`src/rtl/bwa_pkg.sv`:
```
// Shared types and helpers for the burst write acknowledge controller.
// Assumes a 32-bit big-endian port: lane 3 carries the lowest byte offset.
package bwa_pkg;

    typedef enum logic [1:0] {
        SZ_LONG = 2'b00,
        SZ_BYTE = 2'b01,
        SZ_WORD = 2'b10,
        SZ_LINE = 2'b11
    } size_e;

    typedef enum logic [1:0] {
        ST_IDLE = 2'b00,
        ST_BEAT = 2'b01,
        ST_TAIL = 2'b10
    } state_e;

    // Lane enables for one beat from size code and low address bits.
    function automatic logic [3:0] lane_sel(input logic [1:0] sz, input logic [1:0] lo);
        logic [3:0] be;
        case (sz)
            SZ_BYTE: be = 4'b1000 >> lo;
            SZ_WORD: be = lo[1] ? 4'b0011 : 4'b1100;
            default: be = 4'b1111;
        endcase
        return be;
    endfunction

    // Expand lane enables to a bit mask over the data bus.
    function automatic logic [31:0] lane_mask(input logic [3:0] be);
        logic [31:0] m;
        for (int i = 0; i < 4; i++) begin
            m[i*8 +: 8] = {8{be[i]}};
        end
        return m;
    endfunction

endpackage

```
`src/rtl/bwa_claim.sv`:
```
// Decides whether a start strobe belongs to this slave.
// Assumes the strobe is active low and only writes are served.
module bwa_claim #(
    parameter int ADDR_W = 28,
    parameter int SEL_W  = 8
) (
    input  logic              ts_n,
    input  logic              rw,
    input  logic [ADDR_W-1:0] addr,
    input  logic [SEL_W-1:0]  cfg_base,
    input  logic [SEL_W-1:0]  cfg_mask,
    output logic              hit
);
    localparam int SEL_LO = ADDR_W - SEL_W;

    // Window compare on the upper address bits under the mask.
    always_comb begin
        hit = !ts_n && !rw &&
              (((addr[ADDR_W-1:SEL_LO] ^ cfg_base) & cfg_mask) == '0);
    end
endmodule

```
`src/rtl/bwa_wait_timer.sv`:
```
// Per-beat wait-state down counter; flags when the current beat may acknowledge.
// Assumes load and countdown are never requested in the same cycle by intent;
// load wins.
module bwa_wait_timer #(
    parameter int WAIT_W = 4
) (
    input  logic              clk,
    input  logic              rst_n,
    input  logic              load,
    input  logic [WAIT_W-1:0] load_val,
    output logic              expired
);
    logic [WAIT_W-1:0] cnt_q;

    // Reload at beat start, otherwise count down to zero and hold.
    always_ff @(posedge clk) begin
        if (!rst_n) begin
            cnt_q <= '0;
        end else if (load) begin
            cnt_q <= load_val;
        end else if (cnt_q != '0) begin
            cnt_q <= cnt_q - 1'b1;
        end
    end

    assign expired = (cnt_q == '0);
endmodule

```
`src/rtl/burst_wr_ack_ctrl.sv`:
```
// Slave acknowledge controller for single and four-beat line write bursts.
// Captures the transfer on the start strobe, paces every beat with a wait
// countdown, latches lane-masked data per acknowledge, then drives the
// acknowledge high for one cycle and releases it.
// Assumes a 32-bit port and a cfg_wait that is stable during a transfer.
module burst_wr_ack_ctrl #(
    parameter int ADDR_W = 28,
    parameter int DATA_W = 32,
    parameter int SEL_W  = 8,
    parameter int WAIT_W = 4,
    parameter int LINE_BEATS = 4
) (
    input  logic              clk,
    input  logic              rst_n,
    input  logic [WAIT_W-1:0] cfg_wait,
    input  logic [SEL_W-1:0]  cfg_base,
    input  logic [SEL_W-1:0]  cfg_mask,
    input  logic              ts_n,
    input  logic              rw,
    input  logic [1:0]        siz,
    input  logic [ADDR_W-1:0] addr,
    input  logic [DATA_W-1:0] data,
    output logic              ack_oe,
    output logic              ack_n,
    output logic              wr_valid,
    output logic [ADDR_W-1:0] wr_addr,
    output logic [DATA_W-1:0] wr_data,
    output logic [DATA_W/8-1:0] wr_be
);
    import bwa_pkg::*;

    localparam int BEAT_W = $clog2(LINE_BEATS);
    localparam int LANE_LO = $clog2(DATA_W / 8);

    state_e             state_q;
    logic [ADDR_W-1:0]  addr_q;
    logic [1:0]         siz_q;
    logic [BEAT_W-1:0]  beat_q;
    logic               hit;
    logic               expired;
    logic               take;
    logic               ack_now;
    logic               last_beat;
    logic               reload;

    bwa_claim #(.ADDR_W(ADDR_W), .SEL_W(SEL_W)) u_claim (
        .ts_n     (ts_n),
        .rw       (rw),
        .addr     (addr),
        .cfg_base (cfg_base),
        .cfg_mask (cfg_mask),
        .hit      (hit)
    );

    bwa_wait_timer #(.WAIT_W(WAIT_W)) u_timer (
        .clk      (clk),
        .rst_n    (rst_n),
        .load     (reload),
        .load_val (cfg_wait),
        .expired  (expired)
    );

    // Beat control decodes.
    always_comb begin
        take      = (state_q == ST_IDLE) && hit;
        ack_now   = (state_q == ST_BEAT) && expired;
        last_beat = (siz_q != SZ_LINE) || (beat_q == BEAT_W'(LINE_BEATS - 1));
        reload    = take || (ack_now && !last_beat);
    end

    // Three-state acknowledge: released when idle, low only on a finished beat.
    always_comb begin
        ack_oe = (state_q != ST_IDLE);
        ack_n  = !ack_now;
    end

    // Transfer sequencing and burst address advance.
    always_ff @(posedge clk) begin
        if (!rst_n) begin
            state_q <= ST_IDLE;
            addr_q  <= '0;
            siz_q   <= SZ_LONG;
            beat_q  <= '0;
        end else begin
            case (state_q)
                ST_IDLE: if (take) begin
                    state_q <= ST_BEAT;
                    addr_q  <= addr;
                    siz_q   <= siz;
                    beat_q  <= '0;
                end
                ST_BEAT: if (ack_now) begin
                    if (last_beat) begin
                        state_q <= ST_TAIL;
                    end else begin
                        beat_q <= beat_q + 1'b1;
                        addr_q[LANE_LO +: BEAT_W] <= addr_q[LANE_LO +: BEAT_W] + 1'b1;
                    end
                end
                default: state_q <= ST_IDLE;
            endcase
        end
    end

    // Latch the acknowledged beat with its lanes and address.
    always_ff @(posedge clk) begin
        if (!rst_n) begin
            wr_valid <= 1'b0;
            wr_addr  <= '0;
            wr_data  <= '0;
            wr_be    <= '0;
        end else begin
            wr_valid <= ack_now;
            if (ack_now) begin
                wr_addr <= addr_q;
                wr_be   <= lane_sel(siz_q, addr_q[1:0]);
                wr_data <= data & lane_mask(lane_sel(siz_q, addr_q[1:0]));
            end
        end
    end
endmodule

```
`config.mk`:
```
export PLATFORM = sky130hd
export DESIGN_NAME = burst_wr_ack_ctrl
export DESIGN_NICKNAME = d
export VERILOG_FILES = /design/src/rtl/bwa_pkg.sv /design/src/rtl/bwa_claim.sv /design/src/rtl/bwa_wait_timer.sv /design/src/rtl/burst_wr_ack_ctrl.sv
export SDC_FILE = /design/constraint.sdc
export NUM_CORES = 1
export LEC_CHECK = 0
export ABC_AREA = 1
export BUFFER_PORTS_ARGS = -buffer_cell sky130_fd_sc_hd__buf_2
export CAP_MARGIN = 15
export CORE_MARGIN = 2
export CORE_UTILIZATION = 36
export DETAILED_ROUTE_END_ITERATION = 12
export GPL_TIMING_DRIVEN = 0
export SYNTH_ARGS = -nofsm -noshare
export SYNTH_HDL_FRONTEND = slang
export SYNTH_SLANG_ARGS = --single-unit
```
`constraint.sdc`:
```
create_clock -name clk -period 1.6 [get_ports clk]
set_input_delay 0 -clock clk [delete_from_list [all_inputs] [get_ports clk]]
set_output_delay 0 -clock clk [all_outputs]
set_load 0.02 [all_outputs]
```
=== Word-level counts from Yosys, hierarchy flattened ===
Index checks and enable logic that the tools add are counted.

* Muxes and demuxes: 18
* Reductions and logical operators: 21
* Bitwise gates (word level): 3
* Shift operators: 1
* $add $sub $neg: 3
* Equal/unequal tests: 9

{| class="wikitable"
|+ Operators with widths
! kind !! number
|-
| AND 32 bit || 1
|-
| 2-to-1 mux 4 bit || 6
|-
| 2-to-1 mux 2 bit || 8
|-
| one-hot mux 2 bit (2 select lines) || 3
|-
| != test 2 bit (second input constant) || 5
|-
| AND 8 bit || 1
|-
| zero test 8 bit || 1
|-
| one-hot mux 4 bit (2 select lines) || 1
|-
| XOR 8 bit || 1
|-
| nonzero test 2 bit || 3
|-
| logical AND 1 bit || 5
|-
| adder 2 x 1 -> 2 bit (second input constant) || 2
|-
| equality test 2 x 1 -> 1 bit (second input constant) || 2
|-
| equality test 2 bit (second input constant) || 2
|-
| zero test 1 bit || 4
|-
| zero test 4 bit || 1
|-
| AND reduction 4 bit || 1
|-
| nonzero test 4 bit || 1
|-
| >> shifter 4 x 2 -> 4 bit (first input constant) || 1
|-
| subtractor 4 x 1 -> 4 bit (second input constant) || 1
|-
| AND reduction 3 bit || 1
|-
| zero test 2 bit || 1
|-
| logical OR 1 bit || 2
|-
| AND reduction 2 bit || 1
|}

* Word-level logic and storage cells: 65
* Bits in registers: 103
* Input bits: 86
* Output and inout bits: 67

=== Depth between registers and ports, before layout ===
Gate-level depths: netlist of the first run.

* Word-level depth: 7
* Depth in mapped cells: 13
* Mapped depth without buffers: 12

=== By module ===
A second synthesis of the first run with hierarchy kept.

* Cells, all modules: 545
* Area total of the unflattened synthesis: 4056.4 um2

{| class="wikitable"
|+ Modules (own cells, without submodules)
! module !! cells each !! area an instance (um2) !! instances !! sequential area each (um2)
|-
| burst_wr_ack_ctrl || 469 || 3651.0 || 1 || 1981.9
|-
| bwa_wait_timer || 40 || 247.7 || 1 || 80.1
|-
| bwa_claim || 36 || 157.7 || 1 || 0.0
|}

=== Worst setup path after synthesis of the first run ===
Ideal clock, no wire load.

* Path type: register to register
* From: register u_timer.cnt_q[0]
* To: register addr_q[3]
* Setup time: 0.117 ns
* Setup slack: 0.156 ns
* Period minus slack after synthesis: 1.444 ns
* Path buffers: 1
* Cell stages (with the launch flop): 13
* Data arrival time: 1.327 ns
* Cells stage by stage: dfxtp_1 > inv_1 > ha_1 > nand3_2 > inv_1 > nand2_1 > inv_2 > nand2_4 > nand2_2 > buf_6 > inv_1 > nor2_1 > nor2_1

* Longest elaborated chain between the ends: 4

{| class="wikitable"
|+ RTL lines
! item !! RTL line !! text
|-
| from (decl) || bwa_wait_timer.sv:13 || <nowiki>logic [WAIT_W-1:0] cnt_q;</nowiki>
|-
| from (signal assigned) || bwa_wait_timer.sv:20 || <nowiki>cnt_q <= load_val;</nowiki>
|-
| from (signal assigned) || bwa_wait_timer.sv:22 || <nowiki>cnt_q <= cnt_q - 1'b1;</nowiki>
|-
| zero test 4 bit || bwa_wait_timer.sv:26 || <nowiki>assign expired = (cnt_q == '0);</nowiki>
|-
| logical AND 1 bit || burst_wr_ack_ctrl.sv:66 || <nowiki>ack_now = (state_q == ST_BEAT) && expired;</nowiki>
|-
| != test 2 bit (no line) || -- ||
|-
| AND reduction 4 bit (no line) || -- ||
|-
| to (signal assigned) || burst_wr_ack_ctrl.sv:88 || <nowiki>addr_q <= addr;</nowiki>
|-
| to (signal, indexed assignment) || burst_wr_ack_ctrl.sv:97 || <nowiki>addr_q[LANE_LO +: BEAT_W] <= addr_q[LANE_LO +: BEAT_W] + 1'b1;</nowiki>
|-
| to (decl) || burst_wr_ack_ctrl.sv:36 || <nowiki>logic [ADDR_W-1:0] addr_q;</nowiki>
|}

Every way passes these cells.
A chain may end at the register's enable or synchronous reset.

=== Worst setup path after layout of the first run ===
* From: register u_timer.cnt_q[0]
* To: output port ack_n

* Longest elaborated chain between the ends: 3

{| class="wikitable"
|+ RTL lines
! item !! RTL line !! text
|-
| zero test 4 bit || bwa_wait_timer.sv:26 ||
|-
| logical AND 1 bit || burst_wr_ack_ctrl.sv:66 ||
|-
| zero test 1 bit || burst_wr_ack_ctrl.sv:74 || <nowiki>ack_n = !ack_now;</nowiki>
|-
| to (decl) || burst_wr_ack_ctrl.sv:24 || <nowiki>output logic ack_n,</nowiki>
|}

Every way passes these cells.

==> flow_metrics.py, run 1 <==
metrics = {
    "status": {
        "outcome": "finished, final reports clean",
    },
    "route": {
        "drt_wl_total_um": 11800,
        "route.vias.total": 4269,
        "drcViolationCount": 0,
        "firstDrtPassIters": 4,
        "wl_per_cell_um": 12.9,
        "drt_iter0_markers": 189,
        "ant_nets": 0,
        "vias_per_cell": 4.66,
    },
    "die": {
        "die_x_um": 111,
        "num_rows": 39,
        "die_y_um": 111,
        "start_util_pct": 36.5,
        "core_um2": 11300,
        "die_area_um2": 12300,
        "ios": 153,
    },
    "pwr": {
        "switching_share_pct": 25.0,
        "p_per_area_nw_per_um2": 947,
        "combPwrFrac_pct": 17.3,
        "seq_power_share_pct": 45.6,
        "ir_drop_mv": 0.675,
        "p_switching_uw": 1480,
        "p_int_uw": 4440,
        "pwr-share-clk_pct": 37.2,
        "p_leak_uw": 0.00282,
    },
    "finish": {
        "multi_input_area_um2": 1840,
        "finalNonFillerCells": 917,
        "drive_gt1_share_pct": 30.7,
        "diodes": 0,
        "stdcell_area_um2": 6250,
        "fin_nets": 862,
        "synthToLayoutAreaGrowth_pct": 52.1,
        "fill_cells": 1051,
        "regArea_um2": 2060,
    },
    "setup_path": {
        "path_depth": 8,
        "path_class": "reg -> out",
        "arrival_ns": 1.54,
        "start_kind": "flip-flop",
        "reg2reg_depth": 6,
        "critPathBufInv": 5,
        "cp_max_fo": 10,
        "cp.required_ns": 1.60,
        "crit_family": "buffers and inverters",
        "crit_chain": "inv_2, ha_4, nand3_4, inv_2, nand2_4, buf_6, buf_6, buf_4",
        "startpoint": "u_timer.cnt_q[0]$_SDFFE_PN0P_",
        "worst_path_max_delay_cell": "dfxtp_2",
        "reg2reg_from": "siz_q[1]$_SDFFE_PN0P_",
        "cpPeakStageDelay_ns": 0.32,
        "cp-end-kind": "primary output",
    },
    "clock_tree": {
        "htreeDepth": 3,
        "cts.path.max_buffers": 2,
        "clock_latency_ns": 0.34,
        "cts_tree": "built",
        "numCtsBuffers": 9,
        "root_buffer": "clkbuf_16",
        "clk_pin_slew_ns": 0.06,
        "cts_sinks": 103,
    },
    "placed_design": {
        "place_hpwl_um": 8090,
        "dpl.cell_count": 827,
        "portBuffers": 152,
        "routabilityCongestion": 0.824,
        "place_ws_ns": -0.107,
        "placed_cell_area_um2": 5050,
    },
    "synthesis": {
        "synth_area_um2": 4110,
        "ys_ff_latch": 103,
        "ys_seq_area_share_pct": 50.2,
        "synth_warnings": 0,
        "synth_nets": 624,
        "syn_avg_cell_area_um2": 7.73,
        "yosysUniqueCellTypes": 31,
        "synth_cells": 532,
    },
    "global_route": {
        "antenna_found_initial": 0,
        "overflow": 0,
        "grt_pass1_vias": 4067,
        "grt_max_degree": 16,
        "grt_usage_pct": 18.9,
        "grt_pass1_wl_um": 18700,
    },
    "sta": {
        "post-route-period-util_pct": 96.4,
        "holdWs_ns": 0.0545,
        "worst_slew_pin_slew_ns": 0.624,
        "slew_viol_final": 0,
        "hold_violations": 0,
        "rsz0062_at_grt": "true",
        "fin_skew_ns": 0.00634,
        "clock.fmax_ghz": 0.648,
        "slew_headroom_pct": 58.4,
        "finalSetupViolCount": 0,
        "post-route-min-period_ns": 1.54,
        "worst_slack_ns": 0.0575,
    },
    "flow_run": {
        "drv_cap": 0,
    },
    "worst_hold_path": {
        "hp-class": "in -> reg",
        "min_from": "rst_n",
        "whs_path_depth": 3,
    },
}
metal layers:
layer	vias up	track usage, %	share of wire (%)
met5	-	0	0
met4	0	8.17	2.5
met3	24	3.66	4.5
met2	109	33.7	52
met1	1948	21.9	41
li1	2188	-	-
worst min-delay path, cell delays in order:
cell      delay [ns]
buf_2           0.13
clkinv_1        0.15
a21oi_1         0.06
area by class of cell:
| class | count | area share [%] |
|---|---|---|
| buffer | 28 | 3.34 |
| clock buffer | 12 | 4.10 |
| multi-input combinational | 363 | 29.4 |
| inverter | 37 | 2.34 |
| timing repair buffer | 228 | 24.2 |
| sequential | 103 | 33.0 |
| tap | 143 | 2.86 |
| clock inverter | 3 | 0.681 |
power by group through the flow:
stage               Combinational, uW  Sequential [uW]  Clock, uW
floorplan                         462             2770          0
global placement                  708             2750          0
detailed placement                728             2750          0
CTS                               909             2690       2250
global route                     1150             2700       2370
finish                           1020             2700       2200
flip-flops by register name, indices dropped and copies added, names as in the netlist:
signal	flops
wr_data	32
addr_q	28
wr_addr	28
u_timer.cnt_q	4
wr_be	4
beat_q	2
siz_q	2
state_q	2
wr_valid	1
metrics by stage:
| stage | utilization, % | power (uW) | TNS [ns] |
|---|---|---|---|
| floorplan | - | 3230 | 0 |
| global placement | 44.8 | 3450 | -1.08 |
| detailed placement | 44.8 | 3480 | -3.49 |
| CTS | 53.9 | 5850 | -0.0273 |
| global route | 55.5 | 6220 | -0.110 |
| finish | 55.5 | 5920 | 0 |
what timing repair did:
action | CTS | global route
cloned | 1 | 3
gates resized for setup | 12 | 36
hold buffers | 66 | 0
setup endpoints to repair | 67 | 84
pin swaps | 1 | 11
endpoints found under the hold margin | 66 | 0
buffers inserted | 3 | 4
synthesized netlist by cell type (all sizes together):
master,number,area share (%)
nand4,2,0.46
a211oi,1,0.18
o2111ai,1,0.21
o21ai,62,7.6
nand2,97,9.1
clkbuf,10,0.91
clkinv,3,0.33
nand3,27,3.5
xor2,4,0.85
a21oi,51,6.8
inv,34,3.1
o311ai,4,1.2
buf,19,3.5
nor2,108,10
dfxtp,103,50
ha,6,1.8
placed cells by master, fill, tap and decap left out, drive strengths merged:
cell         synthesis  routed
a211oi               1       1
a21oi               51      51
buf                 19     179
bufinv               0       1
clkbuf              10      23
clkinv               3       2
clkinvlp             0       1
dfxtp              103     103
dlygate4sd3          0      66
ha                   6       6
inv                 34      36
nand2               97      97
nand3               27      27
nand4                2       2
nor2               108     108
o2111ai              1       1
o21ai               62      62
o311ai               4       4
xor2                 4       4
logic make-up (layout without fill, tap and decap cells):
logic type,after synthesis,after routing,synth area share (%)
simple gates,234,234,23.3
buf+inv,66,308,7.82
flops,103,103,50.2
xor+xnor,4,4,0.852
compound gates,119,119,16.0
fa+ha+maj,6,6,1.83
path summary, 6_finish.rpt:
kind / to / slack [ns]
min: wr_data[25]$_SDFFE_PN0P_ / 0.05
max: ack_n / 0.06
max reg2reg: wr_data[26]$_SDFFE_PN0P_ / 0.09
min reg2reg: wr_data[7]$_SDFFE_PN0P_ / 0.46
No activity file was read; power rests on OpenSTA's default activity.
==> run 2, diff against run 1 <==
--- a/config.mk
+++ b/config.mk
@@ -14,4 +14,5 @@
 export GPL_TIMING_DRIVEN = 0
 export SYNTH_ARGS = -nofsm -noshare
 export SYNTH_HDL_FRONTEND = slang
+export SYNTH_HIERARCHICAL = 1
 export SYNTH_SLANG_ARGS = --single-unit
==> constraint.sdc (replaced) <==
create_clock -name clk -period 1.6 [get_ports clk]
set_input_delay 0 -clock clk [delete_from_list [all_inputs] [get_ports clk]]
set_output_delay 0 -clock clk [all_outputs]
set_load 0.01 [all_outputs]
==> run 2 against run 1 <==
  * Via count grew 2.6%
  * Clock skew is essentially flat
  * Maximum frequency shrank 3.4%
  * Total power shrank 2.4%
  * Sequential power is essentially flat
  * First-iteration DRC count grew 54%
  * Critical endpoint is now u_timer/cnt_q[0]$_SDFFE_PN0P_
  * Largest power group unchanged
==> flow_metrics.py, run 2 <==
metrics = {
    "sta": {
        "hold_violations": 0,
        "fin_skew_ns": 0.00682,
        "slew_viol_final": 0,
        "rsz0062_at_grt": "true",
        "post-route-min-period_ns": 1.60,
        "slew_headroom_pct": 63.4,
        "clock.fmax_ghz": 0.626,
        "post-route-period-util_pct": 99.8,
        "worst_slew_pin_slew_ns": 0.550,
        "finalSetupViolCount": 0,
    },
    "synthesis": {
        "ys.flop_type": "dfxtp_1",
        "ys_ff_latch": 103,
        "ys_seq_area_share_pct": 50.8,
        "synth_warnings": 6,
        "synth.largest_area_cell": "dfxtp_1",
        "synth_nets": 636,
        "synth_edf_count": 0,
        "yosys-top-cells-count": "137 x nand2_1, 103 x dfxtp_1, 75 x a21oi_1",
        "syn_avg_cell_area_um2": 7.44,
        "synth_cells": 545,
        "synth_area_um2": 4060,
        "synth_top_area_share_pct": 50.8,
        "synth-async-reset-ratio_pct": 0,
        "yosysUniqueCellTypes": 22,
        "yosysMostFrequentCell": "nand2_1",
        "synthTopCellsByArea": "dfxtp_1 51%, nand2_1 13%, a21oi_1 9.3%, nor2_1 6.8%, nand3_1 6.0%",
    },
    "route": {
        "route.vias.total": 4380,
        "ant_nets": 0,
        "firstDrtPassIters": 4,
        "drt_wl_total_um": 12300,
        "vias_per_cell": 4.71,
        "drt_iter0_markers": 292,
        "wl_per_cell_um": 13.2,
        "drcViolationCount": 0,
    },
    "global_route": {
        "grt_pass1_wl_um": 18400,
        "antenna_found_initial": 0,
        "grt_usage_pct": 19.3,
        "overflow": 0,
        "grt_max_degree": 16,
        "grt_pass1_vias": 4056,
    },
    "finish": {
        "drive_gt1_share_pct": 28.9,
        "largest_reg_flops": 32,
        "top_register": "wr_data",
        "finalNonFillerCells": 930,
        "final_cell_mix": "154 x buf_2, 131 x nand2_1, 101 x dfxtp_1",
        "diodes": 0,
        "synthToLayoutAreaGrowth_pct": 53.1,
        "fin_nets": 879,
        "layout_commonest_cell": "buf_2",
        "top_regs": "wr_data (32), addr_q (28), wr_addr (28)",
    },
    "worst_hold_path": {
        "hp-class": "in -> reg",
        "min_from": "cfg_wait[1]",
    },
    "setup_path": {
        "cpPeakStageDelay_ns": 0.33,
        "critPathBufInv": 2,
        "startpoint": "u_timer/cnt_q[0]$_SDFFE_PN0P_",
        "cp-end-kind": "flip-flop",
        "crit_chain": "inv_2, ha_4, nand2_4, nor2_4, nand3_4, o21ai_4, buf_6, nand2_2, o21ai_2, nand2_1, a21oi_2",
        "crit_family": "simple AND/OR/NAND/NOR gates",
        "cp.required_ns": 1.86,
        "arrival_ns": 1.86,
        "path_class": "reg -> reg",
        "cp_max_fo": 6,
        "worst_path_max_delay_cell": "dfxtp_2",
        "start_kind": "flip-flop",
        "reg2reg_from": "u_timer/cnt_q[0]$_SDFFE_PN0P_",
    },
    "pwr": {
        "p_leak_uw": 0.00273,
        "ir_drop_mv": 0.546,
        "power.total_uw": 5770,
        "p_per_area_nw_per_um2": 929,
    },
    "clock_tree": {
        "htreeDepth": 3,
        "clk_pin_slew_ns": 0.06,
        "clock_latency_ns": 0.33,
        "cts.path.max_buffers": 2,
        "cts_sinks": 103,
        "numCtsBuffers": 9,
        "cts_tree": "built",
        "root_buffer": "clkbuf_16",
    },
    "die": {
        "ios": 153,
        "start_util_pct": 37.1,
        "num_rows": 38,
        "core_um2": 10900,
        "die_y_um": 110,
        "die_x_um": 110,
        "die_area_um2": 12100,
    },
    "placed_design": {
        "portBuffers": 152,
        "dpl.cell_count": 837,
        "routabilityCongestion": 0.807,
        "place_hpwl_um": 8420,
    },
    "status": {
        "outcome": "finished, final reports clean",
    },
    "flow_run": {
        "drv_cap": 0,
    },
}
run 2: cell count changes in the layout (fill, tap and decap cells not counted), moves of 7 or more:
cell | previous run | this run
nand2_1 | 92 | 131
nor2_1 | 103 | 73
o21ai_0 | 49 | 30
inv_2 | 12 | 5
o21ai_1 | 9 | 2
nand3_1 | 24 | 47
a21oi_1 | 44 | 72
run 2: worst register-to-register path, delay by kind of cell (launching register included):
| family | cells | cell delay [ns] |
|---|---|---|
| and+or+nand+nor | 5 | 0.42 |
| AOI/OAI and AO/OA | 3 | 0.40 |
| DFF | 1 | 0.33 |
| buffers and inverters | 2 | 0.23 |
| adders and majority gates | 1 | 0.14 |
run 2: kinds of logic after synthesis:
logic type                 after synthesis  synth area share (%)
adders and majority gates                5                  1.54
DFF                                    103                  50.8
and+or+nand+nor                        269                  27.1
buffers and inverters                   56                  6.32
xor gates and xnor gates                 3                 0.648
AOI/OAI and AO/OA                      109                  13.5
run 2: what timing repair did:
action	CTS	global route
cloned	0	1
endpoints found under the hold margin	61	0
hold buffers	61	0
gates resized for setup	8	37
endpoints found under the setup margin	42	67
setup buffers	10	9
pin swaps	3	11
run 2: per-stage QoR:
step                      worst slack (ns)  util, %  hold slack [ns]  setup TNS [ns]  area, um2
after floorplan                   -0.00496        -            0.125        -0.00496       4100
after global placement              -0.229     46.0            0.253           -3.08       5030
after detailed placement            -0.245     46.0            0.255           -5.00       5030
after CTS                          0.00741     55.1         0.000859               0       6020
after global routing                -0.105     56.8           0.0279           -2.29       6210
final                              0.00359     56.8           0.0195               0       6210
run 2: area by class of cell:
class / count / area (um2)
Inverter: 27 / 101
Tap cell: 140 / 175
Buffer: 28 / 225
Multi-Input combinational cell: 386 / 1820
Fill cell: 1024 / 4720
Clock inverter: 4 / 48.8
Sequential cell: 103 / 2060
Clock buffer: 9 / 225
Timing Repair Buffer: 233 / 1550
run 2: power by group:
| part | internal [uW] | switching (uW) | total (uW) |
|---|---|---|---|
| logic | 515 | 478 | 992 |
| registers | 2630 | 50.8 | 2680 |
| clock network | 1190 | 909 | 2100 |
| total | 4340 | 1440 | 5770 |
run 2: routing by layer:
metal | global-route usage [%] | wire length, um | part of all wire (%)
met1 | 23.2 | 5460 | 44
met2 | 35.0 | 5850 | 48
met3 | 4.35 | 834 | 6.8
met5 | 0 | 0 | 0
met4 | 4.64 | 135 | 1.1
run 2: worst paths after layout:
path	slack (ns)	cells past startpoint	endpoint
max	0.004	11	u_timer/cnt_q[0]$_SDFFE_PN0P_
min	0.02	5	u_timer/cnt_q[1]$_SDFFE_PN0P_
max reg2reg	0.004	11	u_timer/cnt_q[0]$_SDFFE_PN0P_
min reg2reg	0.46	2	wr_addr[26]$_SDFFE_PN0N_
